[src/rtl/uart_regif_pkg.sv]
package uart_regif_pkg;
  typedef enum logic [1:0] {
    REG_RX   = 2'd0,
    REG_TX   = 2'd1,
    REG_STAT = 2'd2,
    REG_CTRL = 2'd3
  } reg_sel_e;

  localparam int unsigned ST_RXV   = 0;
  localparam int unsigned ST_FULL  = 1;
  localparam int unsigned ST_TXE   = 2;
  localparam int unsigned ST_IE    = 4;
  localparam int unsigned ST_ERR   = 5;

  localparam int unsigned CT_TXRST = 0;
  localparam int unsigned CT_RXRST = 1;
  localparam int unsigned CT_IE    = 4;

  localparam int unsigned NUM_ERR  = 3;
  localparam int unsigned ERR_OVR  = 0;
  localparam int unsigned ERR_FRM  = 1;
  localparam int unsigned ERR_PAR  = 2;
endpackage

[src/rtl/uart_regif_rxfifo.sv]
module uart_regif_rxfifo #(
  parameter int unsigned DEPTH = 8,
  parameter int unsigned DW    = 8,
  localparam int unsigned AW   = (DEPTH > 1) ? $clog2(DEPTH) : 1,
  localparam int unsigned CW   = $clog2(DEPTH + 1)
) (
  input  logic          clk_i,
  input  logic          rst_ni,
  input  logic          flush_i,
  input  logic          push_i,
  input  logic [DW-1:0] data_i,
  input  logic          pop_i,
  output logic [DW-1:0] data_o,
  output logic [CW-1:0] count_o,
  output logic          empty_o,
  output logic          full_o,
  output logic          accept_o,
  output logic          drop_o
);
  logic [DW-1:0] mem_q [DEPTH];
  logic [AW-1:0] wr_ptr_q, rd_ptr_q;
  logic [CW-1:0] count_q;
  logic          do_pop;

  function automatic logic [AW-1:0] bump(input logic [AW-1:0] p);
    return (p == AW'(DEPTH - 1)) ? '0 : p + AW'(1);
  endfunction

  assign empty_o  = (count_q == '0);
  assign full_o   = (count_q == CW'(DEPTH));
  assign accept_o = push_i & ~flush_i & ~full_o;
  // a pop in the same cycle does not make room for a push into a full queue
  assign drop_o   = push_i & ~flush_i & full_o;
  assign do_pop   = pop_i & ~flush_i & ~empty_o;
  assign data_o   = empty_o ? '0 : mem_q[rd_ptr_q];
  assign count_o  = count_q;

  always_ff @(posedge clk_i) begin
    if (accept_o) mem_q[wr_ptr_q] <= data_i;
  end

  always_ff @(posedge clk_i or negedge rst_ni) begin
    if (!rst_ni) begin
      wr_ptr_q <= '0;
      rd_ptr_q <= '0;
      count_q  <= '0;
    end else if (flush_i) begin
      wr_ptr_q <= '0;
      rd_ptr_q <= '0;
      count_q  <= '0;
    end else begin
      if (accept_o) wr_ptr_q <= bump(wr_ptr_q);
      if (do_pop)   rd_ptr_q <= bump(rd_ptr_q);
      count_q <= count_q + CW'(accept_o) - CW'(do_pop);
    end
  end
endmodule

[src/rtl/uart_regif_errs.sv]
module uart_regif_errs #(
  parameter int unsigned N = 3
) (
  input  logic         clk_i,
  input  logic         rst_ni,
  input  logic [N-1:0] set_i,
  input  logic         clr_i,
  output logic [N-1:0] flags_o
);
  for (genvar i = 0; i < N; i++) begin : g_flag
    logic flag_q;
    // set beats clear so an error landing on the clearing read is kept
    always_ff @(posedge clk_i or negedge rst_ni) begin
      if (!rst_ni)       flag_q <= 1'b0;
      else if (set_i[i]) flag_q <= 1'b1;
      else if (clr_i)    flag_q <= 1'b0;
    end
    assign flags_o[i] = flag_q;
  end
endmodule

[src/rtl/uart_regif.sv]
module uart_regif
  import uart_regif_pkg::*;
#(
  parameter int unsigned RX_DEPTH = 8,
  parameter int unsigned AW       = 4,
  parameter int unsigned DW       = 32,
  parameter int unsigned BW       = 8,
  localparam int unsigned CW      = $clog2(RX_DEPTH + 1)
) (
  input  logic          clk_i,
  input  logic          rst_ni,
  input  logic          req_i,
  input  logic          we_i,
  input  logic [AW-1:0] addr_i,
  input  logic [DW-1:0] wdata_i,
  output logic [DW-1:0] rdata_o,
  input  logic          rx_valid_i,
  input  logic [BW-1:0] rx_data_i,
  input  logic          frame_err_i,
  input  logic          parity_err_i,
  output logic          tx_valid_o,
  output logic [BW-1:0] tx_data_o,
  output logic          irq_o
);
  reg_sel_e             sel;
  logic                 rd, wr, rd_rx, rd_st, wr_tx, wr_ct;
  logic                 rx_flush;
  logic                 ie_q, irq_q, tx_valid_q;
  logic [BW-1:0]        tx_data_q, rx_head;
  logic [CW-1:0]        rx_count;
  logic                 rx_empty, rx_full, rx_accept, rx_drop;
  logic [NUM_ERR-1:0]   err_q, err_set;
  logic [DW-1:0]        status_w;
  logic                 unused_bits;

  assign sel      = reg_sel_e'(addr_i[3:2]);
  assign rd       = req_i & ~we_i;
  assign wr       = req_i & we_i;
  assign rd_rx    = rd & (sel == REG_RX);
  assign rd_st    = rd & (sel == REG_STAT);
  assign wr_tx    = wr & (sel == REG_TX);
  assign wr_ct    = wr & (sel == REG_CTRL);
  assign rx_flush = wr_ct & wdata_i[CT_RXRST];

  // no transmit queue: the TX reset bit has nothing to act on
  assign unused_bits = ^{addr_i[1:0], wdata_i[DW-1:BW], wdata_i[CT_TXRST]};

  uart_regif_rxfifo #(.DEPTH(RX_DEPTH), .DW(BW)) u_rxfifo (
    .clk_i   (clk_i),
    .rst_ni  (rst_ni),
    .flush_i (rx_flush),
    .push_i  (rx_valid_i),
    .data_i  (rx_data_i),
    .pop_i   (rd_rx),
    .data_o  (rx_head),
    .count_o (rx_count),
    .empty_o (rx_empty),
    .full_o  (rx_full),
    .accept_o(rx_accept),
    .drop_o  (rx_drop)
  );

  always_comb begin
    err_set          = '0;
    err_set[ERR_OVR] = rx_drop;
    err_set[ERR_FRM] = frame_err_i;
    err_set[ERR_PAR] = parity_err_i;
  end

  uart_regif_errs #(.N(NUM_ERR)) u_errs (
    .clk_i  (clk_i),
    .rst_ni (rst_ni),
    .set_i  (err_set),
    .clr_i  (rd_st),
    .flags_o(err_q)
  );

  always_comb begin
    status_w                          = '0;
    status_w[ST_RXV]                  = ~rx_empty;
    status_w[ST_FULL]                 = rx_full;
    status_w[ST_TXE]                  = 1'b1;
    status_w[ST_IE]                   = ie_q;
    status_w[ST_ERR +: NUM_ERR]       = err_q;
  end

  always_comb begin
    rdata_o = '0;
    if (rd) begin
      unique case (sel)
        REG_RX:   rdata_o = DW'(rx_head);
        REG_STAT: rdata_o = status_w;
        default:  rdata_o = '0;
      endcase
    end
  end

  always_ff @(posedge clk_i or negedge rst_ni) begin
    if (!rst_ni) begin
      ie_q       <= 1'b0;
      irq_q      <= 1'b0;
      tx_valid_q <= 1'b0;
      tx_data_q  <= '0;
    end else begin
      if (wr_ct) ie_q <= wdata_i[CT_IE];
      // enable as held before this cycle's write qualifies the event
      irq_q      <= ie_q & ((rx_accept & rx_empty) | wr_tx);
      tx_valid_q <= wr_tx;
      if (wr_tx) tx_data_q <= wdata_i[BW-1:0];
    end
  end

  assign irq_o      = irq_q;
  assign tx_valid_o = tx_valid_q;
  assign tx_data_o  = tx_data_q;
endmodule

[config.mk]
export PLATFORM = sky130hd
export DESIGN_NAME = uart_regif
export DESIGN_NICKNAME = d
export VERILOG_FILES = /design/src/rtl/uart_regif_pkg.sv /design/src/rtl/uart_regif_rxfifo.sv /design/src/rtl/uart_regif_errs.sv /design/src/rtl/uart_regif.sv
export SDC_FILE = /design/constraint.sdc
export NUM_CORES = 1
export LEC_CHECK = 0
export ABC_AREA = 0
export BUFFER_PORTS_ARGS = -buffer_cell sky130_fd_sc_hd__buf_2
export CORE_UTILIZATION = 35
export DETAILED_ROUTE_END_ITERATION = 8
export GPL_ROUTABILITY_DRIVEN = 1
export GPL_TIMING_DRIVEN = 0
export PLACE_DENSITY = 0.54
export SETUP_SLACK_MARGIN = 0.5
export SLEW_MARGIN = 15
export SYNTH_ARGS = -nofsm -noshare
export SYNTH_HDL_FRONTEND = slang
export SYNTH_HIERARCHICAL = 1
export SYNTH_SLANG_ARGS = --single-unit
[constraint.sdc]
create_clock -name clk_i -period 4.3 [get_ports clk_i]
set_input_delay 0.43 -clock clk_i [delete_from_list [all_inputs] [get_ports clk_i]]
set_output_delay 0.43 -clock clk_i [all_outputs]
set_load 0.01 [all_outputs]
==> flow_summary.ini, run 1 <==
[run_status]
status = finished, final reports clean

[synthesis]
yosys_register_bits = 88
netlist_instances = 291
ys_warn_count = 6
synthTopCellsByArea = edfxtp_1 47%, dfrtp_1 15%, mux2i_1 9.3%, buf_4 4.9%, ha_1 3.0%
synth_top_area_frac = 0.468
synth_commonest_cells = 64 x edfxtp_1, 38 x mux2i_1, 27 x buf_4, 24 x dfrtp_1, 17 x nor2_1
synth_edf_count = 64
syn_area_sq_mm = 0.00411
ys_types = 41
ys.flop_type = edfxtp_1
avgSynthCellArea_sq_um = 14.1
yosysTopAreaCell = edfxtp_1
synth_seq_area_share = 0.614
synth_most_common_cell = edfxtp_1
async_flop_share = 0.273

[clock_network]
cts_tree = built
root_buffer = clkbuf_16
clockBufferDepth = 2
postCtsHoldBufs = 0
clkTransAtPathRegs_ps = 60
cts_buffers = 9
clk_latency_ps = 340
cts_sinks = 88
cts_max_level = 3
post_cts_resized = 0
post_cts.repair.setup_buffers = 0

[detailed_routing]
drtIter0Drc = 67
wl_um = 8140
drtPass1Iterations = 5
drc = 0
detail-route-antenna-nets = 0
num_vias = 2422
wl_per_cell_um = 15.7
vias_per_cell = 4.67

[pwr]
p_per_area_mw_per_mm2 = 562
leakagePower_uw = 0.00204
ir_worst_vdd_mv = 0.173

[floorplanning]
ios = 93
fp.dieW_um = 110
core_area_sq_mm = 0.0114
initial_core_util = 0.360
chipHeight_um = 110
die_area_sq_mm = 0.0122
placementRows = 39

[finish]
final_util = 0.431
drive_above_1_share = 0.314
final_nets = 433
diodes = 0
syn2layout_area_growth_pct = 19.8
stdcell_area_sq_mm = 0.00492
fillers = 1035

[timing]
maxSlewHeadroom = 0.390
setup_viol = 0
rsz0062_at_grt = false
slew_violations = 0
hold_ws_ps = 81.9
tightest_slew_ps = 911
finalClockSkew_ps = 4.54
max_freq_ghz = 0.375
hold_viol_final = 0
fin_crit_ps = 2670
fin_crit_sh = 0.620
finalSetupTns_ps = 0

[setup_path]
worst_setup_path_start_kind = flip-flop
critPathKind = flip-flop to primary output
worstPathRequired_ps = 3870
reg2reg_depth = 11
cp_max_fo = 8
arrival_ps = 2240
end_kind = primary output

[place]
gp_congestion = 0.721
postPlaceCellArea_sq_mm = 0.00464
io_buffer_count = 42
hpwl_um = 5700

[hold_path]
hold_class = primary input to asynchronous set/reset pin

[grt]
globalRoute.totalOverflow = 0
grt_first_pass_wirelength_um = 12500
antenna_found_initial = 0
grt_pass1_vias = 2341
grtUsageTotal = 0.147
grt_max_degree = 25

[flow_run]
maxCapViolCount = 0
placed cells by master (no fill, tap or decap), types with 3 or more instances in the layout:
| cell | instances |
|---|---|
| nor2_1 | 17 |
| inv_1 | 10 |
| nor2b_1 | 7 |
| conb_1 | 24 |
| dfrtp_1 | 24 |
| ha_1 | 10 |
| buf_2 | 46 |
| and3_1 | 8 |
| mux2i_1 | 38 |
| mux2_2 | 10 |
| buf_6 | 3 |
| a21o_1 | 4 |
| edfxtp_1 | 64 |
| clkbuf_16 | 9 |
| a21oi_1 | 5 |
| nand2b_1 | 6 |
| nor3_2 | 4 |
| inv_2 | 3 |
| a22oi_1 | 16 |
| buf_4 | 30 |
worst paths after layout:
check / end / from / slack (ps)
worst max-delay path: rdata_o[5] / u_rxfifo/rd_ptr_q[0]$_DFFE_PN0P_ / 1630
worst min-delay path: tx_data_o[6]$_DFFE_PN0P_ / rst_ni / 80
worst max register to register: u_rxfifo/count_o[3]$_DFF_PN0_ / u_rxfifo/count_o[2]$_DFF_PN0_ / 1820
worst min register to register: u_errs/g_flag[1].flag_q$_DFFE_PN0P_ / u_errs/g_flag[1].flag_q$_DFFE_PN0P_ / 480
max in group asynchronous: u_rxfifo/rd_ptr_q[0]$_DFFE_PN0P_ / rst_ni / 3840
min in group clk_i: u_errs/g_flag[2].flag_q$_DFFE_PN0P_ / parity_err_i / 260
power breakdown:
group	switching, uW	leakage, uW	total, uW	internal [uW]
Combinational	467	0.00103	870	402
Sequential	85.3	0.000869	1160	1080
Clock	313	0.000137	737	424
cells by family (layout without fill, tap and decap cells):
family / count (synthesis) / count (layout) / share of synthesized area
compound gates: 29 / 29 / 0.0481
xor+xnor: 1 / 1 / 0.00213
fa+ha+maj: 11 / 11 / 0.0353
buf+inv: 51 / 113 / 0.0856
flops: 88 / 88 / 0.614
mux: 50 / 50 / 0.125
other cells: 1 / 24 / 0.000913
simple gates: 60 / 60 / 0.0886
metrics by stage:
step / setup WS [ps] / power (uW) / instances
after CTS: 1640 / 2800 / 519
after floorplan: 1720 / 1780 / 314
final: 1630 / 2770 / 519
after global placement: 981 / 2010 / 499
after detailed placement: 1420 / 2060 / 503
after global routing: 1450 / 2940 / 519
flip-flops by register name, indices dropped and copies added (netlist names):
name,cells
irq_o,1
u_rxfifo/mem_q,64
tx_valid_o,1
u_rxfifo/rd_ptr_q,3
u_errs/g_flag.flag_q,3
ie_q,1
u_rxfifo/wr_ptr_q,3
u_rxfifo/count_o,4
tx_data_o,8
worst max-delay path, stage by stage, from the launching register on:
cell and delay (ps):
dfrtp_1 440, nor2_1 630, a22oi_1 210, and3_1 260
mux2i_1 170, nor2_1 60, buf_2 140
layer usage:
metal / up-vias / global-route usage / wire length, um
met1: 1184 / 0.181 / 3530
met4: 0 / 0.0827 / 217
met2: 52 / 0.246 / 4100
met5: - / 0 / 0
met3: 13 / 0.0212 / 290
li1: 1173 / - / -
final cells by class:
class | count | area (sq um) | area share
multi-input cells | 175 | 1350 | 0.274
clock buffers | 12 | 256 | 0.0521
plain buffers | 38 | 303 | 0.0615
repair buffers | 46 | 238 | 0.0483
well taps | 143 | 179 | 0.0363
clock inverters | 4 | 28.8 | 0.00584
flip-flops and latches | 88 | 2520 | 0.512
inverters | 13 | 48.8 | 0.00991
No activity file was read; power rests on OpenSTA's default activity.
==> run 2: changes to the inputs <==
PLACE_DENSITY = 0.56   (was 0.54)
clock period = 2.2 ns   (was 4.3 ns; I/O delays follow)
==> flow_summary.ini, run 2 (synthesis gave the netlist of run 1 again) <==
[setup_path]
worst_setup_path_start_kind = flip-flop
path_delay_family = adder cells
crit_slowest_cell = or3b_4
arrival_ps = 2560
cp_slowest_stage_delay_ps = 400
worst-path-buf-inv = 3
end_kind = flip-flop
cp_common_cell = ha_4
worstPathRequired_ps = 2430
cp_cell_sequence = inv_2 > ha_4 > or3b_4 > inv_4 > nor3_4 > ha_4 > inv_2 > ha_4 > a21o_1 > a21oi_2 > mux2_4
cp_max_fo = 3
critPathKind = flip-flop to flip-flop

[detailed_routing]
routed-wl-met3_um = 470
highest_layer = met4
num_vias = 2522
met2_wirelength_um = 4460
drtIter0Drc = 146
wl_per_cell_um = 16.2
wl_um = 8730
drc = 0
detail-route-antenna-nets = 0
wl_met1_um = 3630
drtPass1Iterations = 4
vias_per_cell = 4.68

[floorplanning]
initial_core_util = 0.360
die_area_sq_mm = 0.0122
core_area_sq_mm = 0.0114
chipHeight_um = 110
placementRows = 39
ios = 93
fp.dieW_um = 110

[pwr]
power.total_uw = 6050
p_per_area_mw_per_mm2 = 1120
ir_worst_vdd_mv = 0.529
leakagePower_uw = 0.00223

[timing]
finalSetupTns_ps = -448
finalClockSkew_ps = 10.2
setup_viol = 7
fin_crit_ps = 2340
fin_crit_sh = 1.06
fin_ws_ps = -135
hold_viol_final = 0
max_freq_ghz = 0.428
tightest_slew_ps = 594
maxSlewHeadroom = 0.604
rsz0062_at_grt = true
slew_violations = 0

[grt]
grt_pass1_vias = 2490
grt_max_degree = 25
antenna_found_initial = 0
grt_first_pass_wirelength_um = 13400
globalRoute.totalOverflow = 0
grtUsageTotal = 0.157

[finish]
largest_reg_flops = 64
diodes = 0
final_nets = 453
drive_above_1_share = 0.417
seq_area_sq_mm = 0.00252
multi_input_area_sq_mm = 0.00153
regMostFlops = u_rxfifo/mem_q
final_common_cell = edfxtp_1
fillers = 1005
syn2layout_area_growth_pct = 32.0
final_cell_mix = 64 x edfxtp_1, 46 x buf_2, 38 x mux2i_1

[clock_network]
cts_max_level = 3
clockBufferDepth = 2
root_buffer = clkbuf_16
cts_tree = built
cts_sinks = 88
clkTransAtPathRegs_ps = 70
cts_buffers = 9
clk_latency_ps = 340

[place]
hpwl_um = 5450
gp_congestion = 0.699
io_buffer_count = 42
preCtsSetupSlack_ps = -301

[hold_path]
hold_class = primary input to flip-flop

[run_status]
violations = setup timing
status = complete, but fails checks

[flow_run]
maxCapViolCount = 0
-- run 2: cell count changes in the layout (fill, tap and decap cells not counted), sizes merged --
cell | previous run | this run
dlygate4sd3 | 0 | 1
inv | 14 | 16
clkbuf | 13 | 11
buf | 83 | 102
clkinv | 2 | 1
bufinv | 0 | 1
-- run 2: layout make-up --
type	instances	area share
buffer	38	0.0577
clock buffer	10	0.0422
clock inverter	6	0.0138
inverter	13	0.00946
multi-input combinational	175	0.282
sequential	88	0.465
tap	143	0.0330
timing repair buffer	66	0.0962
-- run 2: through the flow --
| step | hold slack, ps | cell area, sq um | cells | utilization |
|---|---|---|---|---|
| after floorplan | -75.6 | 4250 | 314 | - |
| after global placement | 248 | 4640 | 499 | 0.406 |
| after detailed placement | 260 | 4650 | 500 | 0.407 |
| after CTS | 51.9 | 5390 | 539 | 0.472 |
| after global routing | 62.2 | 5420 | 539 | 0.475 |
| final | 65.3 | 5420 | 539 | 0.475 |
-- run 2: where the power goes --
part	total [uW]	internal (uW)	switching, uW	leakage (uW)
clock	1540	898	637	0.000146
combinational	2190	1110	1080	0.00121
sequential	2320	2100	221	0.000869
-- run 2: path summary, 6_finish.rpt --
kind	cells past startpoint	from	end	slack (ps)
min	2	parity_err_i	u_errs/g_flag[2].flag_q$_DFFE_PN0P_	70
min in group asynchronous	2	rst_ni	irq_o$_DFF_PN0_	440
max in group asynchronous	2	rst_ni	tx_data_o[0]$_DFFE_PN0P_	1370
max reg2reg	11	u_rxfifo/count_o[2]$_DFF_PN0_	u_rxfifo/count_o[3]$_DFF_PN0_	-140
min reg2reg	1	u_errs/g_flag[1].flag_q$_DFFE_PN0P_	u_errs/g_flag[1].flag_q$_DFFE_PN0P_	480
max	11	u_rxfifo/count_o[2]$_DFF_PN0_	u_rxfifo/count_o[3]$_DFF_PN0_	-140
-- run 2: routing by layer --
metal,track usage,vias to the layer above
li1,-,1220
met1,0.199,1227
met2,0.256,67
met3,0.0247,8
met4,0.0921,0
met5,0,-
-- run 2: timing repair --
item                                   in CTS  in global routing
buffers inserted                           22                  0
endpoints found under the hold margin      24                  0
hold buffers                                1                  0
pin swaps                                  22                  7
setup endpoints to repair                  68                 82
gates resized for setup                    43                  8
==> run 3: changes to the inputs <==
==> constraint.sdc (replaced) <==
create_clock -name clk_i -period 2.2 [get_ports clk_i]
set_input_delay 0.11 -clock clk_i [delete_from_list [all_inputs] [get_ports clk_i]]
set_output_delay 0.11 -clock clk_i [all_outputs]
set_load 0.01 [all_outputs]
==> flow_summary.ini, run 3 (synthesis gave the netlist of run 1 again) <==
[clock_network]
cts_tree = built
clkTransAtPathRegs_ps = 60
cts_buffers = 9
cts_max_level = 3
root_buffer = clkbuf_16
clk_latency_ps = 330
cts_sinks = 88
clockBufferDepth = 2

[place]
hpwl_um = 5530
gp_congestion = 0.715
io_buffer_count = 42
postPlaceCellArea_sq_mm = 0.00467
placed_cells = 499

[finish]
final_nets = 451
largest_reg_flops = 64
drive_above_1_share = 0.416
diodes = 0
syn2layout_area_growth_pct = 32.2
fillers = 1028
final_cell_count_no_fill = 537
final_cell_mix = 64 x edfxtp_1, 46 x buf_2, 38 x mux2i_1
seq_area_sq_mm = 0.00252
final_common_cell = edfxtp_1
multi_input_area_sq_mm = 0.00155
stdcell_area_sq_mm = 0.00543
regMostFlops = u_rxfifo/mem_q

[timing]
slew_violations = 0
maxSlewHeadroom = 0.611
max_freq_ghz = 0.437
hold_viol_final = 0
finalSetupTns_ps = -190
setup_viol = 4
fin_ws_ps = -88.7
rsz0062_at_grt = true
fin_crit_ps = 2290
fin_crit_sh = 1.04
tightest_slew_ps = 584
finalClockSkew_ps = 5.29

[detailed_routing]
wl_um = 8770
wl_per_cell_um = 16.3
wl_met1_um = 3870
num_vias = 2520
met2_wirelength_um = 4410
drc = 0
drtPass1Iterations = 4
highest_layer = met4
detail-route-antenna-nets = 0
vias_per_cell = 4.69
routed-wl-met3_um = 303
drtIter0Drc = 149

[grt]
globalRoute.totalOverflow = 0
grt_first_pass_wirelength_um = 13000
antenna_found_initial = 0
grtUsageTotal = 0.152
grt_pass1_vias = 2384
grt_max_degree = 25

[floorplanning]
die_area_sq_mm = 0.0122
ios = 93
core_area_sq_mm = 0.0114
initial_core_util = 0.360
fp.dieW_um = 110
chipHeight_um = 110
placementRows = 39

[pwr]
pwr-share-clk = 0.247
combPwrFrac = 0.371
seqPwrFrac = 0.381
ir_worst_vdd_mv = 0.561
p_int_uw = 4160
leakagePower_uw = 0.00222
p_per_area_mw_per_mm2 = 1120
p_sw_frac = 0.317
power.total_uw = 6080
power_switching_uw = 1930

[setup_path]
cp_common_cell = ha_4
worstPathRequired_ps = 2420
worst-path-buf-inv = 3
cp_cell_sequence = inv_2 > ha_4 > or3b_4 > inv_4 > nor3_4 > ha_4 > inv_2 > ha_4 > a21o_1 > a21oi_2 > mux2_4
arrival_ps = 2510
crit_slowest_cell = or3b_4
worst_setup_path_start_kind = flip-flop
cp_slowest_stage_delay_ps = 400
critPathKind = flip-flop to flip-flop
cp_max_fo = 2
end_kind = flip-flop
rrSetupSlack_ps = -90
path_delay_family = adder cells

[run_status]
violations = setup timing
status = complete, but fails checks

[flow_run]
maxCapViolCount = 0

[hold_path]
hold_class = primary input to flip-flop
run 3: layer usage:
metal  global-route usage  vias up
met5                    0        -
met4               0.0742        0
met3               0.0218       15
met2                0.246       60
met1                0.201     1230
li1                     -     1215
run 3: what timing repair did:
item / CTS / global route
buffers inserted: 15 / 2
pin swaps: 10 / 5
resized for setup: 35 / 8
hold endpoints to repair: 28 / 0
hold buffers: 5 / 0
setup endpoints to repair: 76 / 78
run 3: final timing paths:
path                                                     start                             endpoint  cells after the start
setup / recovery                 u_rxfifo/count_o[3]$_DFF_PN0_        u_rxfifo/count_o[3]$_DFF_PN0_                     11
hold / removal                                      wdata_i[5]             tx_data_o[5]$_DFFE_PN0P_                      2
setup reg to reg                 u_rxfifo/count_o[3]$_DFF_PN0_        u_rxfifo/count_o[3]$_DFF_PN0_                     11
hold reg to reg            u_errs/g_flag[1].flag_q$_DFFE_PN0P_  u_errs/g_flag[1].flag_q$_DFFE_PN0P_                      1
max in group asynchronous                               rst_ni                     ie_q$_DFFE_PN0P_                      2
min in group asynchronous                               rst_ni             tx_data_o[6]$_DFFE_PN0P_                      2
run 3: cell type report:
type,count,share of cell area
inverters,13,0.00991
clock inverters,7,0.0129
flip-flops and latches,88,0.465
well taps,143,0.0329
clock buffers,9,0.0415
plain buffers,38,0.0583
repair buffers,64,0.0949
multi-input cells,175,0.285
run 3: power groups by stage:
| stage | Combinational [uW] | Clock, uW | Sequential (uW) |
|---|---|---|---|
| after floorplan | 1260 | 0 | 2300 |
| after global placement | 1720 | 0 | 2310 |
| after detailed placement | 1750 | 0 | 2330 |
| after CTS | 2190 | 1530 | 2320 |
| after global routing | 2460 | 1590 | 2360 |
| final | 2260 | 1510 | 2320 |
run 3: metrics by stage:
stage | utilization | hold slack (ps) | setup slack (ps)
floorplan | - | -186 | -9.48
global placement | 0.409 | 132 | -196
detailed placement | 0.409 | 144 | -211
CTS | 0.472 | 0.733 | -76.6
global route | 0.476 | 8.37 | -168
finish | 0.476 | 9.89 | -88.7
